--- src/rtl/lht_pkg.sv ---
package lht_pkg;

    typedef enum logic [1:0] {
        ST_OFF   = 2'd0,
        ST_RUN   = 2'd1,
        ST_PAUSE = 2'd2,
        ST_DONE  = 2'd3
    } lht_state_e;

    typedef enum logic [1:0] {
        CNT_HOLD = 2'd0,
        CNT_LOAD = 2'd1,
        CNT_DEC  = 2'd2
    } cnt_cmd_e;

    function automatic logic level_matches(input logic sample, input logic pol);
        return sample == pol;
    endfunction

endpackage

--- src/rtl/lht_sync.sv ---
module lht_sync #(
    parameter int STAGES = 2
) (
    input  logic clk,
    input  logic rst,
    input  logic d,
    output logic q
);
    logic [STAGES-1:0] chain;

    generate
        if (STAGES == 1) begin : g_one
            always_ff @(posedge clk) begin
                if (rst) chain <= '0;
                else     chain <= d;
            end
        end else begin : g_many
            always_ff @(posedge clk) begin
                if (rst) chain <= '0;
                else     chain <= {chain[STAGES-2:0], d};
            end
        end
    endgenerate

    assign q = chain[STAGES-1];
endmodule

--- src/rtl/lht_counter.sv ---
module lht_counter
    import lht_pkg::*;
#(
    parameter int W = 16
) (
    input  logic         clk,
    input  logic         rst,
    input  cnt_cmd_e     cmd,
    input  logic [W-1:0] load_val,
    output logic [W-1:0] value,
    output logic         zero
);
    localparam logic [W-1:0] ONE = W'(1);

    always_ff @(posedge clk) begin
        if (rst) begin
            value <= '0;
        end else begin
            case (cmd)
                CNT_LOAD: value <= load_val;
                CNT_DEC:  value <= value - ONE;
                default:  value <= value;
            endcase
        end
    end

    assign zero = (value == '0);
endmodule

--- src/rtl/lht_ctrl.sv ---
module lht_ctrl
    import lht_pkg::*;
(
    input  logic       clk,
    input  logic       rst,
    input  logic       enable,
    input  logic       lvl_ok,
    input  logic       tick,
    input  logic       zero,
    output cnt_cmd_e   cmd,
    output lht_state_e state,
    output logic       irq
);
    lht_state_e nxt;
    logic       en_q;
    logic       en_rise;
    logic       fire;

    assign en_rise = enable & ~en_q;

    always_comb begin
        nxt  = state;
        cmd  = CNT_HOLD;
        fire = 1'b0;
        if (!enable) begin
            nxt = ST_OFF;
        end else if (en_rise) begin
            nxt = ST_RUN;
            cmd = CNT_LOAD;
        end else begin
            case (state)
                ST_RUN: begin
                    if (!lvl_ok) begin
                        nxt = ST_PAUSE;
                    end else if (tick) begin
                        if (zero) begin
                            nxt  = ST_DONE;
                            fire = 1'b1;
                        end else begin
                            cmd = CNT_DEC;
                        end
                    end
                end
                ST_PAUSE: begin
                    if (lvl_ok) begin
                        nxt = ST_RUN;
                        cmd = CNT_LOAD;
                    end
                end
                default: ;
            endcase
        end
    end

    always_ff @(posedge clk) begin
        if (rst) begin
            state <= ST_OFF;
            en_q  <= 1'b0;
            irq   <= 1'b0;
        end else begin
            state <= nxt;
            en_q  <= enable;
            irq   <= fire;
        end
    end
endmodule

--- src/rtl/level_hold_timer.sv ---
module level_hold_timer
    import lht_pkg::*;
#(
    parameter int CNT_W       = 16,
    parameter int SYNC_STAGES = 2
) (
    input  logic             clk,
    input  logic             rst,
    input  logic             enable,
    input  logic             valid_high,
    input  logic [CNT_W-1:0] reload_val,
    input  logic             tick,
    input  logic             sig_in,
    output logic             irq,
    output logic [CNT_W-1:0] count,
    output logic             running
);
    logic       sync_q;
    logic       lvl_ok;
    logic       zero;
    cnt_cmd_e   cmd;
    lht_state_e state;

    lht_sync #(.STAGES(SYNC_STAGES)) u_sync (
        .clk (clk),
        .rst (rst),
        .d   (sig_in),
        .q   (sync_q)
    );

    assign lvl_ok = level_matches(sync_q, valid_high);

    lht_ctrl u_ctrl (
        .clk    (clk),
        .rst    (rst),
        .enable (enable),
        .lvl_ok (lvl_ok),
        .tick   (tick),
        .zero   (zero),
        .cmd    (cmd),
        .state  (state),
        .irq    (irq)
    );

    lht_counter #(.W(CNT_W)) u_cnt (
        .clk      (clk),
        .rst      (rst),
        .cmd      (cmd),
        .load_val (reload_val),
        .value    (count),
        .zero     (zero)
    );

    assign running = (state == ST_RUN);
endmodule

--- config.mk ---
export PLATFORM = sky130hd
export DESIGN_NAME = level_hold_timer
export DESIGN_NICKNAME = d
export VERILOG_FILES = /design/src/rtl/lht_pkg.sv /design/src/rtl/lht_sync.sv /design/src/rtl/lht_counter.sv /design/src/rtl/lht_ctrl.sv /design/src/rtl/level_hold_timer.sv
export SDC_FILE = /design/constraint.sdc
export NUM_CORES = 1
export LEC_CHECK = 0
export ABC_AREA = 0
export BUFFER_PORTS_ARGS = -buffer_cell sky130_fd_sc_hd__buf_2
export CAP_MARGIN = 40
export CORE_ASPECT_RATIO = 1.25
export CORE_MARGIN = 1.5
export CORE_UTILIZATION = 42
export DETAILED_ROUTE_END_ITERATION = 12
export HOLD_SLACK_MARGIN = 0.05
export PLACE_DENSITY = 0.69
export RECOVER_POWER = 50
export SLEW_MARGIN = 30
export SYNTH_ARGS = -nofsm -noshare
export SYNTH_HDL_FRONTEND = slang
export SYNTH_SLANG_ARGS = --single-unit
--- constraint.sdc ---
create_clock -name clk -period 6.8 [get_ports clk]
set_clock_uncertainty 0.15 [all_clocks]
set_input_delay 1.36 -clock clk [delete_from_list [all_inputs] [get_ports clk]]
set_output_delay 1.36 -clock clk [all_outputs]
set_load 0.03 [all_outputs]
Word-level counts from Yosys, hierarchy flattened. Cells that the tools add are included.

Bits in registers: 22. Input bits: 22. Output and inout port bits: 18.

Add/subtract/negate cells: 1. Equal/unequal tests: 11. Multiplexer cells: 15. Bitwise logic cells: 6. Reductions and logical operators: 9.

Operators by type and width (count): case mux 16 bit (2 select lines) (1); 2-to-1 mux 2 bit (9); logical NOT 16 bit (1); subtractor 16 x 1 -> 16 bit, second input constant (1); case mux 2 bit (2 select lines) (2); AND reduction 4 bit (2); OR reduction 6 bit (1); NOT 1 bit (5); equality test 2 x 1 -> 1 bit, second input constant (2); equality test 2 bit, second input constant (2); inequality test 4 x 3 -> 1 bit, second input constant (1); inequality test 4 bit, second input constant (1); nonzero test 2 bit (2); 2-to-1 mux 1 bit (3); inequality test 3 x 1 -> 1 bit, second input constant (1); inequality test 3 x 2 -> 1 bit, second input constant (1); inequality test 3 bit, second input constant (1); nonzero test 3 bit (1); OR reduction 3 bit (1); inequality test 2 x 1 -> 1 bit, second input constant (1); OR reduction 2 bit (1); AND 1 bit (1); equality test 1 bit (1).

Logic depth before layout (Yosys ltp). Gate-level depths: netlist of the first run.

Depth in word-level cells: 9. Gate-level depth with buffers: 12. Gate-level depth less buffers: 11.

Cells and area by module. A second synthesis of the first run with hierarchy kept.

Cell total of the unflattened synthesis: 169. Area, all modules: 1367.6 um^2.

By module, submodules not included: lht_counter (instances 1, cells each 132, area an instance 1039.7 um^2, sequential area each 320.3 um^2); lht_ctrl (instances 1, cells each 31, area an instance 260.2 um^2, sequential area each 80.1 um^2); lht_sync (instances 1, cells each 4, area an instance 52.6 um^2, sequential area each 40.0 um^2); level_hold_timer (instances 1, cells each 2, area an instance 15.0 um^2, sequential area each 0.0 um^2).

Least setup slack after synthesis of the first run. No wires, ideal clock.

Path kind: input to register. From: in valid_high. To: reg u_cnt.value[3]. Setup time: 0.128 ns. Data arrival time: 3.155 ns. Setup slack: 3.367 ns. Cell stages on the path: 9. Path buffers: 2. Cells stage by stage: xnor2_1 -> nand4_1 -> nor4b_1 -> ha_1 -> clkbuf_1 -> buf_1 -> mux2i_1 -> o21a_1 -> nor2_1.

Cells in the longest elaborated chain, start to end: 7.

Ends and longest elaborated chain: from (decl) (RTL line level_hold_timer.sv:10) `input logic valid_high,`; equality test 1 bit * (RTL line lht_pkg.sv:17) `return sample == pol;`; 2-to-1 mux 1 bit / 2-to-1 mux 2 bit (equally long branches) (RTL line lht_ctrl.sv:45, lht_ctrl.sv:33); case mux 2 bit (2 select lines) * (RTL line lht_ctrl.sv:31) `case (state)`; 2-to-1 mux 2 bit * (RTL line lht_ctrl.sv:27) `end else if (en_rise) begin`; 2-to-1 mux 2 bit * (RTL line lht_ctrl.sv:25) `if (!enable) begin`; equality test 2 bit / equality test 2 x 1 -> 1 bit (equally long branches) (RTL line lht_counter.sv:19) `case (cmd)`; case mux 16 bit (2 select lines) / nonzero test 2 bit (equally long branches); to (signal assigned) (RTL line lht_counter.sv:20) `CNT_LOAD: value <= load_val;`; to (signal assigned) (RTL line lht_counter.sv:21) `CNT_DEC: value <= value - ONE;`; to (signal assigned) (RTL line lht_counter.sv:22) `default: value <= value;`; to (decl) (RTL line lht_counter.sv:10) `output logic [W-1:0] value,`.

Mark *: on every way between the ends. The rest lies on a longest branch, timed or not. A chain may end at the register's enable or synchronous reset.

Final worst setup path of the first run.
From: in valid_high. To: reg u_cnt.value[9].

Same word-level chain as after synthesis.

==> flow_results.org, run 1 <==
** STA
- Unrepaired setup endpoints after global routing :: false
- The count of final max-slew check failures was 0.
- In the post-route analysis, the smallest setup slack over all paths is approximately 3000 ps.
- For the pin with the worst max-slew slack, the measured transition is 916 ps.
- Highest clock rate :: 264 MHz
- Fin crit share :: between 50% and 60%
- Worst hold slack :: 304 ps
- Final critical-path required period :: around 3800 ps
- Setup violations remaining at the end of the flow were counted as 0.
- The worst pin sits at a relative slew slack of 38.9%.
- The final hold violation count came to 0.
- Final sum of negative setup slack :: 0 ps

** Power and ir drop
- Power density over cell area :: ~180 nW/um^2
- Leakage :: 0.604 nW
- Worst-case vdd ir drop :: 101 uV

** Clocking
- Post-CTS repair changed the size of 0 cells.
- In this run the number of H-tree levels came out at 1.
- Clock-pin slew was measured on the worst setup and hold paths at 120 ps.
- Number of buffers created by CTS :: 3
- In this run, post-CTS hold repair placed 0 buffers.
- The clock drives 22 sinks.
- Post-CTS Setup Inserts :: 0
- CTS tree :: built
- Clock Tree Root :: clkbuf_4
- The later pin in the worst-skew pair is clocked with a latency of 310 ps.
- The clock passes through at most 2 buffers.

** Flow run
- Across the run, the number of max-cap violations was 0.

** Min path
- In this run the most critical hold path is launched from u_sync.chain[0].
- The worst hold path belongs to the class register to register.
- Hold Path Cell Cnt :: 1

** Global route
- Maximum number of pins on one net before global-route repair :: 34
- Met2 global-route usage :: 37.0%
- GRT Total Usage :: around a fifth
- Global-route track usage on met1 :: 23.1%
- Total congestion overflow after global routing :: 0
- Met3 Track Usage GR :: 2.71%
- The initial antenna violation count was 0.
- Via count of the first global-routing pass :: between 1k and 1.5k
- Wire length of the first global-routing pass :: about 5.5 mm
- Most utilized layer in the global route result :: met2

** Die
- After floorplanning, the core was divided into 22 placement rows.
- Once the floorplan was initialized, standard cells occupied 44.7% of the core.
- I/O pin cnt :: 40
- The floorplan step defined a die boundary enclosing 3540 sq um.
- DIE WIDTH :: 53.5 microns
- Core region area :: 3000 sq um
- Die Ht :: 66.2 microns

** Synth
- For this run, the leading register cell type out of synthesis is dfxtp_1.
- Number of flip-flops and latches in the synthesized netlist :: 22
- Post-synthesis cell count :: 169
- Yosys instantiated no cell more often than dfxtp_1.
- In the synthesized netlist, the cells that appear most often are dfxtp_1 (22), nor2_1 (17), a21oi_1 (13), nand2_1 (13).
- Post-synth net total :: 196
- Number of distinct library cells after synthesis :: 46
- Portion of the post-synthesis area used by sequential elements :: 32.8%
- Summed instance area of the synthesized netlist :: 1340 sq um
- Number of synthesized flops with an enable pin :: 0
- Of all flip-flops after synthesis, the portion carrying an async set or reset was 0%.
- The share of synthesized area in the top cell type comes to between 30% and 40%.
- Mean Syn Cell Area :: 7.94 sq um
- Yosys printed 0 warnings.
- After synthesis, the cell types taking the most area are dfxtp_1 (33%), a21oi_1 (4.9%), nor2_1 (4.8%).
- dfxtp_1 takes more of the synthesized area than any other cell.

** Drt
- Detailed-route vias per instance :: 5.78
- Detailed-route wire length per cell :: 13.9 microns
- DRC viols :: 0
- The routed layout has between 1k and 1.5k vias.
- After detailed routing, the total wire length is 3.32 mm.
- The detailed router finished its first iteration with 28 violations.
- Initial DRT Pass Iterations :: 4
- Remaining antenna violation count after routing :: 0

** Critical path
- STA classifies the critical path startpoint as a primary input.
- In this run the critical register-to-register path is launched from u_cnt.value[7].
- The worst setup path is of the primary input to register kind.
- Highest net fanout along the worst path :: 20
- STA puts the critical path data arrival time at roughly 4000 ps.
- Crit end category :: register
- The worst register-to-register path has a depth of 9.
- Endpoint required time on the critical path :: 6900 ps
- Critical Path Source :: valid_high

** Placement
- The congestion estimate from routability-driven global placement came to 0.809.
- OpenSTA, run right after detailed placement, puts the worst setup slack at 2700 ps.
- Quantity of I/O buffers inserted on ports :: 39
- Summed over all nets, the half-perimeter wirelength after detailed placement is 2.43 mm.
- Post-Place Cells :: around 240

** Layout
- 0 antenna diodes ended up in the layout.
- The post-route netlist has 16.3% of its cells at a drive strength greater than 1.
- Net count of the finished layout :: 232
- Layout overhead on the synthesized area :: 16.6%
- The finished layout holds 239 standard cells, fillers aside.
- Fin util :: 52.1%

** Status
- The run finished with clean final reports.
-- path summary, 6_finish.rpt --
kind	slack [ps]	endpoint
max	3010	u_cnt.value[9]
min	300	u_sync.chain[1]
max reg2reg	3460	u_cnt.value[9]
min reg2reg	300	u_sync.chain[1]
-- cell type report --
cell class / instances / area (sq um)
fillers: 310 / 1440
multi-input cells: 131 / 840
flip-flops and latches: 22 / 440
repair buffers: 40 / 190
well taps: 36 / 45.0
inverters: 7 / 26.3
clock buffers: 3 / 22.5
-- placed cells by master (no fill, tap or decap), drive strengths merged, types with 2 or more instances in the layout --
cell type  count
nand2b         7
or4            4
o31a           2
buf           24
a22oi          2
nor4b          2
nand3          2
o32ai          2
a31oi          5
nor2          17
a21o           3
mux2i          3
nor3b          2
inv            7
nor3           7
dfxtp         22
o21bai         2
o311ai         2
a21oi         14
ha             5
clkbuf        19
nor2b          5
nand2         13
nor4           3
a211oi         3
or3            4
a2bb2oi        2
o21ai          8
-- kinds of logic after synthesis --
| kind of cell | share of synthesized area, % |
|---|---|
| AND/OR/NAND/NOR | 29.3 |
| XOR/XNOR | 1.31 |
| buffers and inverters | 4.57 |
| flip-flops | 32.8 |
| AO/OA/AOI/OAI | 25.1 |
| adder cells (fa/ha/maj) | 4.66 |
| multiplexers | 2.24 |
-- critical path, cell delays in order --
cell and delay, ps:
buf_2 120, xnor2_1 300, nand4_1 170, nor4b_1 270, ha_1 660, inv_2 290, or3_1 430, a21o_1 180
a21oi_1 100
-- metrics by stage --
step           area (sq um)  power, mW
2_1_floorplan          1340      0.199
3_3_place_gp           1550      0.219
3_5_place_dp           1550      0.221
4_1_cts                1570      0.283
5_1_grt                1560      0.295
6_report               1560      0.279
-- where the power goes --
group / internal [mW] / leakage [nW] / switching [mW]
Clock: 0.0207 / 0.0138 / 0.0401
Combinational: 0.0270 / 0.409 / 0.0467
Sequential: 0.136 / 0.181 / 0.00836
-- per-layer routing --
layer	part of all wire, %	vias to the layer above
li1	-	692
met1	43	640
met5	0	-
met2	50	41
met3	5.0	9
met4	2.3	0
-- registers in the layout (all words and copies together) (netlist names) --
signal        count
u_sync.chain      2
u_ctrl.en_q       1
u_ctrl.irq        1
u_cnt.value      16
u_ctrl.state      2
Power figures use the tool's default switching activity.
==> run 2, diff against run 1 <==
- clock period: 6.8 -> 3.58 ns (I/O delays scaled with it)
==> flow_results.org, run 2 (synthesis results as in run 1) <==
** Status
- Outcome :: complete, no violations

** Layout
- Once layout is done, the placed cells without fillers occupy between 1500 and 2000 sq um.
- Count of antenna diodes in the layout :: 0
- Layout overhead on the synthesized area :: 18.7%
- Net count of the finished layout :: 235
- Share of final-layout standard cells stronger than drive strength 1 :: 17.4%
- The layout has 308 filler cells.
- Leaving out fill and tap cells, the most frequent cells in the layout are buf_2 (22), dfxtp_1 (22), nor2_1 (17), clkbuf_1 (17).
- The register with the most flip-flops in the layout has 16 of them.
- The finished layout holds 243 standard cells, fillers aside.
- The register with the most flip-flops in the final layout is u_cnt.value.
- In the final layout, the registers with the most flip-flops are u_cnt.value: 16 flops, u_ctrl.state: 2 flops, u_sync.chain: 2 flops.

** Placement
- Routability-driven placement finished with a final weighted congestion of approximately 0.8.
- Detailed placement ended at an HPWL of around 2.5 mm.
- The placed instances occupy a cell area of 1580 sq um.
- Quantity of I/O buffers inserted on ports :: 39
- Post-Place Cells :: 239

** Die
- I/O pin cnt :: 40
- Cell Rows :: 22
- Die Area :: 3540 sq um
- Measured along the x axis, the die boundary spans 53.5 microns.
- Die Ht :: 66.2 microns
- The initial utilization of the core area, before any placement, comes to between 40% and 50%.
- The total area inside the core boundary comes to 3000 sq um.

** Critical path
- In this run the worst setup path begins at u_cnt.value[7].
- By startpoint and endpoint, the worst setup path is classified as register to register.
- Of all nets on the critical path, the largest fanout is 19.
- In this run the critical register-to-register path is launched from u_cnt.value[7].
- Crit end category :: register
- Data on the critical path arrives at its endpoint at 3130 ps.
- STA classifies the critical path startpoint as a register.
- Endpoint required time on the critical path :: 3660 ps

** STA
- Worst slew margin relative to its limit :: 36.9%
- Subtracting the final worst setup slack from the clock period gives 3050 ps.
- Setup violation total in the final timing report :: 0
- The final hold violation count was 0.
- Final hold analysis gives a worst-case slack of roughly 300 ps.
- Highest clock rate :: 328 MHz
- Unrepaired setup endpoints after global routing :: false
- In the final timing run, aggregate negative setup slack is 0 ps.
- After layout, the worst path uses a little under nine tenths of the clock period.
- Worst slew pin tran :: ~950 ps
- The count of final max-slew check failures is 0.

** Global route
- Antenna violations before repair :: 0
- The via count of the first global-routing pass was 1284.
- GRT Total Usage :: roughly 21%
- Summed over all layers, the global routing overflow is 0.
- Entering global routing, the biggest net connects 22 pins.
- Wire length of the first global-routing pass :: between 5 and 6 mm

** Clocking
- Clock Tree Root :: clkbuf_4
- Total of hold buffers inserted after clock tree synthesis :: 0
- For the worst-skew pair, the clock arrives at the later sink with an insertion delay of between 300 and 400 ps.
- Clock net sink count :: 22
- In this run the number of H-tree levels came out at 1.
- No sink is reached through more buffers than the 2 on the longest clock path.
- CTS tree :: built
- Post-CTS Setup Inserts :: 0
- Gates resized during post-CTS repair numbered 0.
- Number of buffers created by CTS :: 3
- Clock-pin slew on the worst setup and hold paths :: 120 ps

** Drt
- Detailed-route vias per instance :: 5.81
- Remaining antenna violation count after routing :: 0
- After detailed routing, the number of remaining DRC violations is 0.
- After the first detailed-routing iteration, the DRC count stood at 44.
- Initial DRT Pass Iterations :: 4
- Via count of the routed design :: about 1.4k
- Dividing the detail-routed wire length by the instance count gives 14.1 microns.
- Detailed Route WL :: 3.43 mm

** Flow run
- Number of max-capacitance violations reported :: 0

** Power and ir drop
- The design draws 556 uW.
- VDD sags by at most between 200 and 250 uV.
- Power spread over the standard cell area amounts to 349 nW/um^2.
- Summed over all cells, the static leakage comes to 0.619 nW.

** Min path
- In this run the most critical hold path is launched from u_sync.chain[0].
- Path category of the worst min-delay check :: register to register
run 2: cell count changes in the layout (fill, tap and decap cells not counted):
cell,before,now
buf_8,1,0
clkbuf_8,0,1
buf_4,0,4
buf_2,23,22
clkbuf_1,16,17
run 2: stage by stage:
step | util, % | setup WS (ps)
floorplan | - | 607
global placement | 52.5 | 559
detailed placement | 52.5 | 480
CTS | 53.8 | 576
global route | 53.0 | 370
finish | 53.0 | 530
run 2: report_power, final:
part / switching, mW / internal, mW
clock network: 0.0756 / 0.0621
registers: 0.0159 / 0.258
logic: 0.0904 / 0.0540
total: 0.182 / 0.374
run 2: worst max-delay path, cell delays in order, from the launching register on:
cell and delay [ps]:
dfxtp_1 380, or3_1 490, and4b_2 400, and2_1 170, nor4b_1 60, ha_1 490, nand2b_1 260, or4_1 400
a31oi_1 160
run 2: worst paths after layout:
check / end / slack, ps / cells past startpoint
max: u_cnt.value[13] / 530 / 8
min: u_sync.chain[1] / 310 / 1
max reg2reg: u_cnt.value[13] / 530 / 8
min reg2reg: u_sync.chain[1] / 310 / 1
run 2: metal layers:
layer / wire (microns) / up-vias / global-route usage, %
li1: - / 699 / -
met1: 1530 / 678 / 24.4
met2: 1710 / 32 / 37.0
met3: 146 / 4 / 2.04
met4: 41 / 0 / 8.01
met5: 0 / - / 0
run 2: final cells by class:
cell class | instances | area, sq um | area share [%]
well taps | 36 | 45.0 | 2.83
multi-input cells | 131 | 840 | 52.8
flip-flops and latches | 22 | 440 | 27.7
clock buffers | 4 | 36.3 | 2.28
repair buffers | 43 | 204 | 12.8
inverters | 7 | 26.3 | 1.65
